==> src/rtl/lap_pkg.sv <==
package lap_pkg;
  typedef enum logic [1:0] {
    ACC_LOAD  = 2'b00,
    ACC_STORE = 2'b01,
    ACC_FETCH = 2'b10,
    ACC_READX = 2'b11
  } acc_kind_e;

  // exception-code marker bits (low 12 bits of the code)
  localparam logic [11:0] TEC_FS_STORE = 12'h400;
  localparam logic [11:0] TEC_FS_READ  = 12'h800;
  localparam logic [11:0] TEC_LAP_MARK = 12'h080;
endpackage

==> src/rtl/lap_window_check.sv <==
module lap_window_check #(
  parameter int AW        = 64,
  parameter int PAGE_BITS = 12,
  parameter int WIN_BITS  = 9
) (
  input  logic [AW-1:0] addr,
  input  logic          en,
  output logic          page_low,
  output logic          addr_low
);
  localparam int PAIR_BITS = PAGE_BITS + 1;

  logic in_first_pages;
  logic in_window;

  // pages 0 and 1: everything above the page pair is zero
  assign in_first_pages = (addr[AW-1:PAIR_BITS] == '0);
  // first WIN bytes of either page
  assign in_window      = (addr[PAGE_BITS-1:WIN_BITS] == '0);

  assign page_low = en && in_first_pages;
  assign addr_low = en && in_first_pages && in_window;
endmodule

==> src/rtl/prefix_swap.sv <==
module prefix_swap #(
  parameter int AW        = 64,
  parameter int AREA_BITS = 13
) (
  input  logic [AW-1:0] real_addr,
  input  logic [AW-1:0] prefix_raw,
  output logic [AW-1:0] abs_addr
);
  logic [AW-AREA_BITS-1:0] area_hi;
  logic [AW-AREA_BITS-1:0] pfx_hi;
  logic [AREA_BITS-1:0]    area_off;
  logic                    hit_zero_area;
  logic                    hit_pfx_area;

  assign area_hi  = real_addr[AW-1:AREA_BITS];
  assign area_off = real_addr[AREA_BITS-1:0];
  assign pfx_hi   = prefix_raw[AW-1:AREA_BITS];

  // prefix is area aligned, so range tests reduce to compares of the upper bits
  assign hit_zero_area = (area_hi == '0);
  assign hit_pfx_area  = (area_hi == pfx_hi);

  always_comb begin
    if (hit_zero_area)
      abs_addr = {pfx_hi, area_off};
    else if (hit_pfx_area)
      abs_addr = {{(AW-AREA_BITS){1'b0}}, area_off};
    else
      abs_addr = real_addr;
  end
endmodule

==> src/rtl/tec_builder.sv <==
module tec_builder
  import lap_pkg::*;
#(
  parameter int AW        = 64,
  parameter int PAGE_BITS = 12
) (
  input  logic [AW-1:0] addr,
  input  logic          is_store,
  input  logic          lap_hit,
  input  logic          exists,
  output logic          prot_fault,
  output logic          addr_fault,
  output logic [AW-1:0] code
);
  logic [AW-1:0] page_base;
  logic [AW-1:0] fs_bits;

  assign page_base = {addr[AW-1:PAGE_BITS], {PAGE_BITS{1'b0}}};
  assign fs_bits   = AW'(is_store ? TEC_FS_STORE : TEC_FS_READ);

  assign prot_fault = lap_hit && is_store;
  assign addr_fault = !prot_fault && !exists;

  always_comb begin
    if (prot_fault)
      code = page_base | AW'(TEC_FS_STORE) | AW'(TEC_LAP_MARK);
    else if (addr_fault)
      code = '0;
    else
      code = page_base | fs_bits;
  end
endmodule

==> src/rtl/lap_prefix_unit.sv <==
module lap_prefix_unit
  import lap_pkg::*;
#(
  parameter int AW        = 64,
  parameter int PAGE_BITS = 12,
  parameter int WIN_BITS  = 9
) (
  input  logic          clk,
  input  logic          rst,
  input  logic          req_valid,
  input  logic [AW-1:0] req_addr,
  input  logic [1:0]    req_kind,
  input  logic          prot_en,
  input  logic [AW-1:0] prefix_base,
  output logic [AW-1:0] lookup_addr,
  input  logic          lookup_ok,
  output logic          done,
  output logic [AW-1:0] abs_addr,
  output logic          prot_exc,
  output logic          addr_exc,
  output logic          wr_inval,
  output logic [AW-1:0] tec
);
  localparam int AREA_BITS = PAGE_BITS + 1;

  logic          page_low_c;
  logic          addr_low_c;
  logic          is_store_c;
  logic          prot_c;
  logic          aexc_c;
  logic [AW-1:0] code_c;
  logic [AW-1:0] mapped_c;

  assign is_store_c = (acc_kind_e'(req_kind) == ACC_STORE);

  lap_window_check #(.AW(AW), .PAGE_BITS(PAGE_BITS), .WIN_BITS(WIN_BITS)) u_win (
    .addr     (req_addr),
    .en       (prot_en),
    .page_low (page_low_c),
    .addr_low (addr_low_c)
  );

  prefix_swap #(.AW(AW), .AREA_BITS(AREA_BITS)) u_swap (
    .real_addr  (req_addr),
    .prefix_raw (prefix_base),
    .abs_addr   (mapped_c)
  );

  tec_builder #(.AW(AW), .PAGE_BITS(PAGE_BITS)) u_tec (
    .addr       (req_addr),
    .is_store   (is_store_c),
    .lap_hit    (addr_low_c),
    .exists     (lookup_ok),
    .prot_fault (prot_c),
    .addr_fault (aexc_c),
    .code       (code_c)
  );

  assign lookup_addr = mapped_c;

  always_ff @(posedge clk) begin
    if (rst) begin
      done     <= 1'b0;
      abs_addr <= '0;
      prot_exc <= 1'b0;
      addr_exc <= 1'b0;
      wr_inval <= 1'b0;
      tec      <= '0;
    end else begin
      done <= req_valid;
      if (req_valid) begin
        abs_addr <= mapped_c;
        prot_exc <= prot_c;
        addr_exc <= aexc_c;
        wr_inval <= page_low_c;
        tec      <= code_c;
      end
    end
  end
endmodule

==> config.mk <==
export PLATFORM = sky130hd
export DESIGN_NAME = lap_prefix_unit
export DESIGN_NICKNAME = d
export VERILOG_FILES = /design/src/rtl/lap_pkg.sv /design/src/rtl/lap_window_check.sv /design/src/rtl/prefix_swap.sv /design/src/rtl/tec_builder.sv /design/src/rtl/lap_prefix_unit.sv
export SDC_FILE = /design/constraint.sdc
export NUM_CORES = 1
export LEC_CHECK = 0
export BUFFER_PORTS_ARGS = -buffer_cell sky130_fd_sc_hd__buf_4
export CAP_MARGIN = 20
export CELL_PAD_IN_SITES_DETAIL_PLACEMENT = 0
export CELL_PAD_IN_SITES_GLOBAL_PLACEMENT = 1
export CORE_ASPECT_RATIO = 0.7
export CORE_UTILIZATION = 36
export CTS_CLUSTER_SIZE = 12
export DETAILED_ROUTE_END_ITERATION = 10
export PLACE_DENSITY_LB_ADDON = 0.1
export SETUP_SLACK_MARGIN = 0.5
export SYNTH_ARGS = -nofsm -noshare
export SYNTH_HDL_FRONTEND = slang
export SYNTH_SLANG_ARGS = --single-unit
==> constraint.sdc <==
create_clock -name clk -period 4.5 [get_ports clk]
set_clock_uncertainty 0.15 [all_clocks]
set_input_delay 0.9 -clock clk [delete_from_list [all_inputs] [get_ports clk]]
set_output_delay 0.9 -clock clk [all_outputs]
set_load 0.01 [all_outputs]
==> results of run 1 <==
cells in the mapped netlist, types with 23 or more instances:
master      n
clkbuf_1   59
or3b_2     52
a22o_1     51
xnor2_1    51
dfxtp_1   122
a31o_2    102
nand2_1    54
nor2_1    116
buf_4      23
nor3_1     53
o31ai_1    52
sequential cells by signal, indices dropped and copies added (netlist names):
register,cells
done,1
tec,55
wr_inval,1
addr_exc,1
abs_addr,64
where the power goes:
part	switching (uW)	leakage [uW]	internal, uW
Clock	560	0.000280	770
Combinational	356	0.00308	348
Sequential	35.0	0.00101	1150
Total	951	0.00437	2270
logic make-up (layout without fill, tap and decap cells):
| kind of cell | count (synthesis) | in the layout | share of synthesized area |
|---|---|---|---|
| AOI/OAI and AO/OA | 212 | 212 | 0.256 |
| DFF | 122 | 122 | 0.353 |
| muxes | 12 | 12 | 0.0174 |
| buffers and inverters | 100 | 351 | 0.0688 |
| and+or+nand+nor | 320 | 320 | 0.239 |
| other | 1 | 9 | 0.000543 |
| xor gates and xnor gates | 51 | 51 | 0.0646 |
path summary, 6_finish.rpt:
path                            slack [ns]              end         start  cells past startpoint
worst max-delay path                  0.64  lookup_addr[49]  req_addr[54]                      7
worst min-delay path                  0.32     abs_addr[12]  abs_addr[12]                      2
worst max register to register        3.22     abs_addr[55]  abs_addr[55]                      4
worst min register to register        0.32     abs_addr[12]  abs_addr[12]                      2
through the flow:
| stage | area [sq um] | worst slack (ns) | util |
|---|---|---|---|
| 5_1_grt | 9780 | 0.506 | 0.531 |
| 6_report | 9780 | 0.642 | 0.531 |
| 3_3_place_gp | 9210 | 0.633 | 0.500 |
| 2_1_floorplan | 6940 | 1.12 | - |
| 3_5_place_dp | 9210 | 0.621 | 0.500 |
| 4_1_cts | 9780 | 0.620 | 0.531 |
per-layer routing:
metal | wire (um) | part of all wire
met1 | 11900 | 0.48
met2 | 10800 | 0.44
met3 | 1780 | 0.072
met4 | 204 | 0.0083
met5 | 0 | 0
worst register-to-register path: cells and delay by family (launching register included):
family          cells  cell delay (ns)
compound gates      2             0.48
flops               1             0.31
simple gates        2             0.23
layout make-up:
cell class,count,area (sq um)
Clock inverter,15,143
Multi-Input combinational cell,604,4040
Timing Repair Buffer,319,2440
Clock buffer,17,425
Fill cell,1782,8640
Tap cell,236,295
Sequential cell,122,2440
==> metrics.yaml, run 1 <==
pwr_density_cell_nw_per_um2: 329
period_needed_ns: 3.86
fin_tns_setup_ns: 0
drv_cap: 0
fin_nets: 1199
drive_above_1_share: 0.471
crit_top_cell: "buf_4"
hp-class: "flop to flop"
setup_viol: 0
ioPinCount: 331
ctsHtreeMaxLevel: 4
cts_setup_buffers: 0
via_per_inst: 5.44
slowest_stage: "buf_4"
end_kind: "primary output"
wl_per_cell_um: 18.8
final_common_cell: "buf_4"
p_total_uw: 3220
synth_async_sr_flop_share: 0
worstSetupStartpointType: "primary input"
critPathBufInv: 3
syn_area_per_cell_sq_um: 8.45
cts.sinks: 122
netlist.area_leader.share: 0.353
synthDistinctLibCells: 26
outcome: "finished clean"
path_class: "primary input to primary output"
leakage_uw: 0.00437
gp_congestion: 0.769
clk_pin_slew_ns: 0.06
ctsResizeCount: 0
std_cell_rows: 41
final_cell_mix: "buf_4 (314), dfxtp_1 (122), nor2_1 (116), a31o_2 (102), nand2_1 (54)"
synth_area_leader_cell: "dfxtp_1"
ir_drop_mv: 0.216
busiest_layer: "met2"
worstMarginPinSlew_ns: 0.975
critPathRequiredTime_ns: 3.45
grt.met1_usage: 0.349
start_util: 0.375
syn_area_sq_um: 6910
drc: 0
grt_antenna_before_repair: 0
diodes: 0
worst-path-max-fanout: 35
crit_arrival_ns: 2.81
critPathTopFamily: "simple AND/OR/NAND/NOR gates"
drv_slew: 0
place.detailed.hpwl_um: 17000
ys_seq_area_frac: 0.353
core_area_sq_um: 18400
clock_path_buffers: 2
die_w_um: 168
synth_enable_flop_cells: 0
grt_use_total: 0.245
hold_buffers: 0
max_freq_ghz: 0.259
relSlewSlack: 0.350
totalWireLength_um: 24700
cts_tree: "built"
globalRouteOverflowTotal: 0
min_period_over_period: 0.857
slowest_delay_ns: 0.44
grt_pass1_wl_um: 37400
hold_violations: 0
io_buffers: 308
grtUsageMet2: 0.368
clk_latency_ns: 0.42
firstDrtPassIters: 6
grt_max_degree: 143
synthFlopType: "dfxtp_1"
die_area_sq_um: 19800
ys_warn_count: 0
gr-usage-met3: 0.0609
rsz0062_at_grt: "no"
synthTopCellsByArea: "dfxtp_1 (35%), a31o_2 (13%), or3b_2 (6.6%)"
finalNonFillerCells: 1313
synth_seq_cells: 122
initialDrtViolationCount: 477
ant_nets: 0
via_count: 7146
cts_root_buf: "clkbuf_16"
holdWs_ns: 0.324
synthCells: 818
grt_pass1_vias: 6377
die-height_um: 118
placedCellCount: 1281
cts_made_buffers: 17
area_growth_pct: 41.5
path_cells: "buf_4 -> nor4_1 -> nand4_1 -> nor4_4 -> buf_4 -> a22o_1 -> buf_4"
No activity file was read; power rests on OpenSTA's default activity.
==> run 2, diff against run 1 <==
Settings changed: ABC_AREA set to 1, CORE_UTILIZATION 36 to 33.
==> run 2 against run 1 <==
  * First-iteration DRC count is 29% lower
  * Final cell count is 32% higher
  * Clock power is 7% higher
  * Die area is 12% higher
  * Via count is 4.4% higher
  * Fmax is 2.2% higher
  * Worst setup slack better by 0.083 ns
==> metrics.yaml, run 2 <==
clkPwrFrac: 0.444  # +0.031
slowest_stage: "nor2_1"
synth_async_sr_flop_share: 0  # unchanged
grt_pass1_wl_um: 37700  # +0.77%
wl_per_cell_um: 14.1  # -25%
top_regs: "abs_addr (64), tec (55)"
rsz0062_at_grt: "no"
die_area_sq_um: 22100  # +12%
synth_most_common_cell: "nand2_1"
ioPinCount: 331  # unchanged
critPathBufInv: 3  # unchanged
synthFlopType: "dfxtp_1"
final_cell_mix: "nand2_1 (418), buf_4 (315), nor2_1 (181), inv_1 (159), dfxtp_1 (122)"
worstSetupStartpointType: "primary input"
core_area_sq_um: 20900  # +14%
ff2ff_setup_slack_ns: 3.66  # +0.44 ns
p_total_uw: 3190  # -0.83%
drv_slew: 0  # unchanged
cts.sinks: 122  # unchanged
io_buffers: 308  # unchanged
max_freq_ghz: 0.265  # +2.2%
sw_frac_of_total: 0.285  # -0.0103
path_class: "primary input to primary output"
std_cell_rows: 44  # +7.3%
pwr-share-comb: 0.190  # -0.029
clk_latency_ns: 0.42  # about the same
drv_cap: 0  # unchanged
fin_nets: 1581  # +32%
die-height_um: 125  # +5.8%
final_common_cell: "nand2_1"
via_per_inst: 4.30  # -21%
end_kind: "primary output"
globalRouteOverflowTotal: 0  # unchanged
ctsHtreeMaxLevel: 4  # unchanged
firstDrtPassIters: 4  # -2
worstMarginPinSlew_ns: 0.879  # -0.0960 ns
ys_warn_count: 0  # unchanged
min_path_cells: 2  # unchanged
fin_tns_setup_ns: 0  # unchanged
syn_area_per_cell_sq_um: 6.02  # -29%
r2r_start: "tec[7]"
rr_worst_depth: 2  # -2
cts_root_buf: "clkbuf_16"
area_growth_pct: 40.1
slowest_delay_ns: 0.29  # -0.15 ns
via_count: 7458  # +4.4%
initialDrtViolationCount: 337  # -29%
ir_drop_mv: 0.209  # -3.2%
worstHoldStart: "abs_addr[12]"
critPathTopFamily: "simple AND/OR/NAND/NOR gates"
leakage_uw: 0.00566  # +30%
grt_pass1_vias: 6855  # +7.5%
p_switching_uw: 910  # -4.3%
pwr_density_cell_nw_per_um2: 321  # -2.5%
drive_above_1_share: 0.278  # -0.192
largest_reg_flops: 64  # unchanged
regMostFlops: "abs_addr"
hold_violations: 0  # unchanged
place.detailed.hpwl_um: 18100  # +6.6%
path_cells: "buf_4 -> xnor2_1 -> nand2_1 -> nor2_1 -> nand3_1 -> nor2_1 -> nand2_2 -> buf_8 -> nand2_1 -> nand2_1 -> buf_4"
synthTopCellsByArea: "dfxtp_1 (34%), nand2_1 (22%), nor2_1 (9.6%)"
clock_path_buffers: 2  # unchanged
hp-class: "flop to flop"
diodes: 0  # unchanged
period_needed_ns: 3.77  # -0.0831 ns
synth_seq_cells: 122  # unchanged
hold-path-endpoint: "abs_addr[12]"
worst-path-max-fanout: 43  # +23%
ant_nets: 0  # unchanged
netlist.area_leader.share: 0.344  # -0.00946
grt_use_total: 0.220  # -0.0253
placedCellCount: 1703  # +33%
outcome: "finished clean"
crit_top_cell: "nand2_1"
clk_pin_slew_ns: 0.06  # about the same
setup_viol: 0  # unchanged
crit_arrival_ns: 2.72  # -0.09 ns
worstReg2RegEnd: "tec[7]"
p_int_uw: 2280  # +0.62%
synthCells: 1179  # +44%
ys_seq_area_frac: 0.344  # -0.00946
p_seq_frac: 0.366  # -0.002
finalNonFillerCells: 1734  # +32%
synth_enable_flop_cells: 0  # unchanged
grt_antenna_before_repair: 0  # unchanged
gp_congestion: 0.793  # +3.1%
cts_tree: "built"
syn_area_sq_um: 7100  # +2.8%
synth_common_cells: "nand2_1 (418), nor2_1 (181), inv_1 (159)"
grt_max_degree: 64  # -55%
drc: 0  # unchanged
synth_area_leader_cell: "dfxtp_1"
relSlewSlack: 0.413  # +0.0632
hold_buffers: 0  # unchanged
min_period_over_period: 0.839  # -0.0185
critPathRequiredTime_ns: 3.45  # about the same
die_w_um: 177  # +5.8%
totalWireLength_um: 24400  # -0.87%
synthDistinctLibCells: 24  # -7.7%
cts_made_buffers: 17  # unchanged
start_util: 0.339  # -0.0358
==> run 2: routing by layer <==
metal / vias to the layer above / share of wire / GRT usage
li1: 4009 / - / -
met3: 18 / 0.074 / 0.0617
met1: 3203 / 0.49 / 0.305
met4: 0 / 0.015 / 0.0649
met5: - / 0 / 0
met2: 228 / 0.42 / 0.328
==> run 2: tightest hold or removal path, stage by stage, from the launching register on <==
cell,delay [ns]
dfxtp_1,0.31
nand2_1,0.06
a21oi_1,0.05
==> run 2: power groups by stage <==
stage / Sequential [uW] / Clock, uW / Combinational, uW
global route: 1180 / 1490 / 680
detailed placement: 1190 / 0 / 613
floorplan: 1220 / 0 / 273
CTS: 1170 / 1450 / 615
finish: 1170 / 1420 / 607
global placement: 1190 / 0 / 611
==> run 2: final cells by class <==
| cell class | instances | area [sq um] |
|---|---|---|
| Clock inverter | 14 | 174 |
| Multi-Input combinational cell | 827 | 3540 |
| Sequential cell | 122 | 2440 |
| Fill cell | 2262 | 11000 |
| Tap cell | 276 | 345 |
| Timing Repair Buffer | 318 | 2420 |
| Clock buffer | 17 | 425 |
| Inverter | 160 | 601 |
==> run 2: how the worst max path moves through the flow <==
| stage | cells past startpoint | slack [ns] | from | to |
|---|---|---|---|---|
| 2_1_floorplan | 10 | 1.58 | req_addr[53] | lookup_addr[13] |
| 3_3_place_gp | 14 | 0.60 | prefix_base[44] | lookup_addr[48] |
| 3_5_place_dp | 14 | 0.60 | prefix_base[44] | lookup_addr[48] |
| 4_1_cts | 11 | 0.60 | req_addr[41] | lookup_addr[48] |
| 5_1_grt | 13 | 0.51 | req_addr[50] | lookup_addr[48] |
| 6_report | 11 | 0.73 | req_addr[41] | lookup_addr[48] |
==> run 2: cell families (layout without fill, tap and decap cells) <==
| logic type | after synthesis | count (layout) | share of synthesized area |
|---|---|---|---|
| and+or+nand+nor | 724 | 724 | 0.416 |
| buffers and inverters | 238 | 509 | 0.162 |
| DFF | 122 | 122 | 0.344 |
| AOI/OAI and AO/OA | 72 | 72 | 0.0507 |
| xor gates and xnor gates | 22 | 22 | 0.0271 |
| other | 1 | 9 | 0.000528 |
==> run 2: what timing repair did <==
action,in CTS,in global routing
buffers inserted,0,0
endpoints found under the setup margin,0,43
resized for setup,0,3
==> run 2: through the flow <==
stage	area, sq um	util	setup WS (ns)	hold slack [ns]
2_1_floorplan	7130	-	1.58	0.336
3_3_place_gp	9340	0.446	0.605	0.301
3_5_place_dp	9340	0.446	0.602	0.303
4_1_cts	9940	0.475	0.598	0.313
5_1_grt	9950	0.475	0.509	0.328
6_report	9950	0.475	0.725	0.312
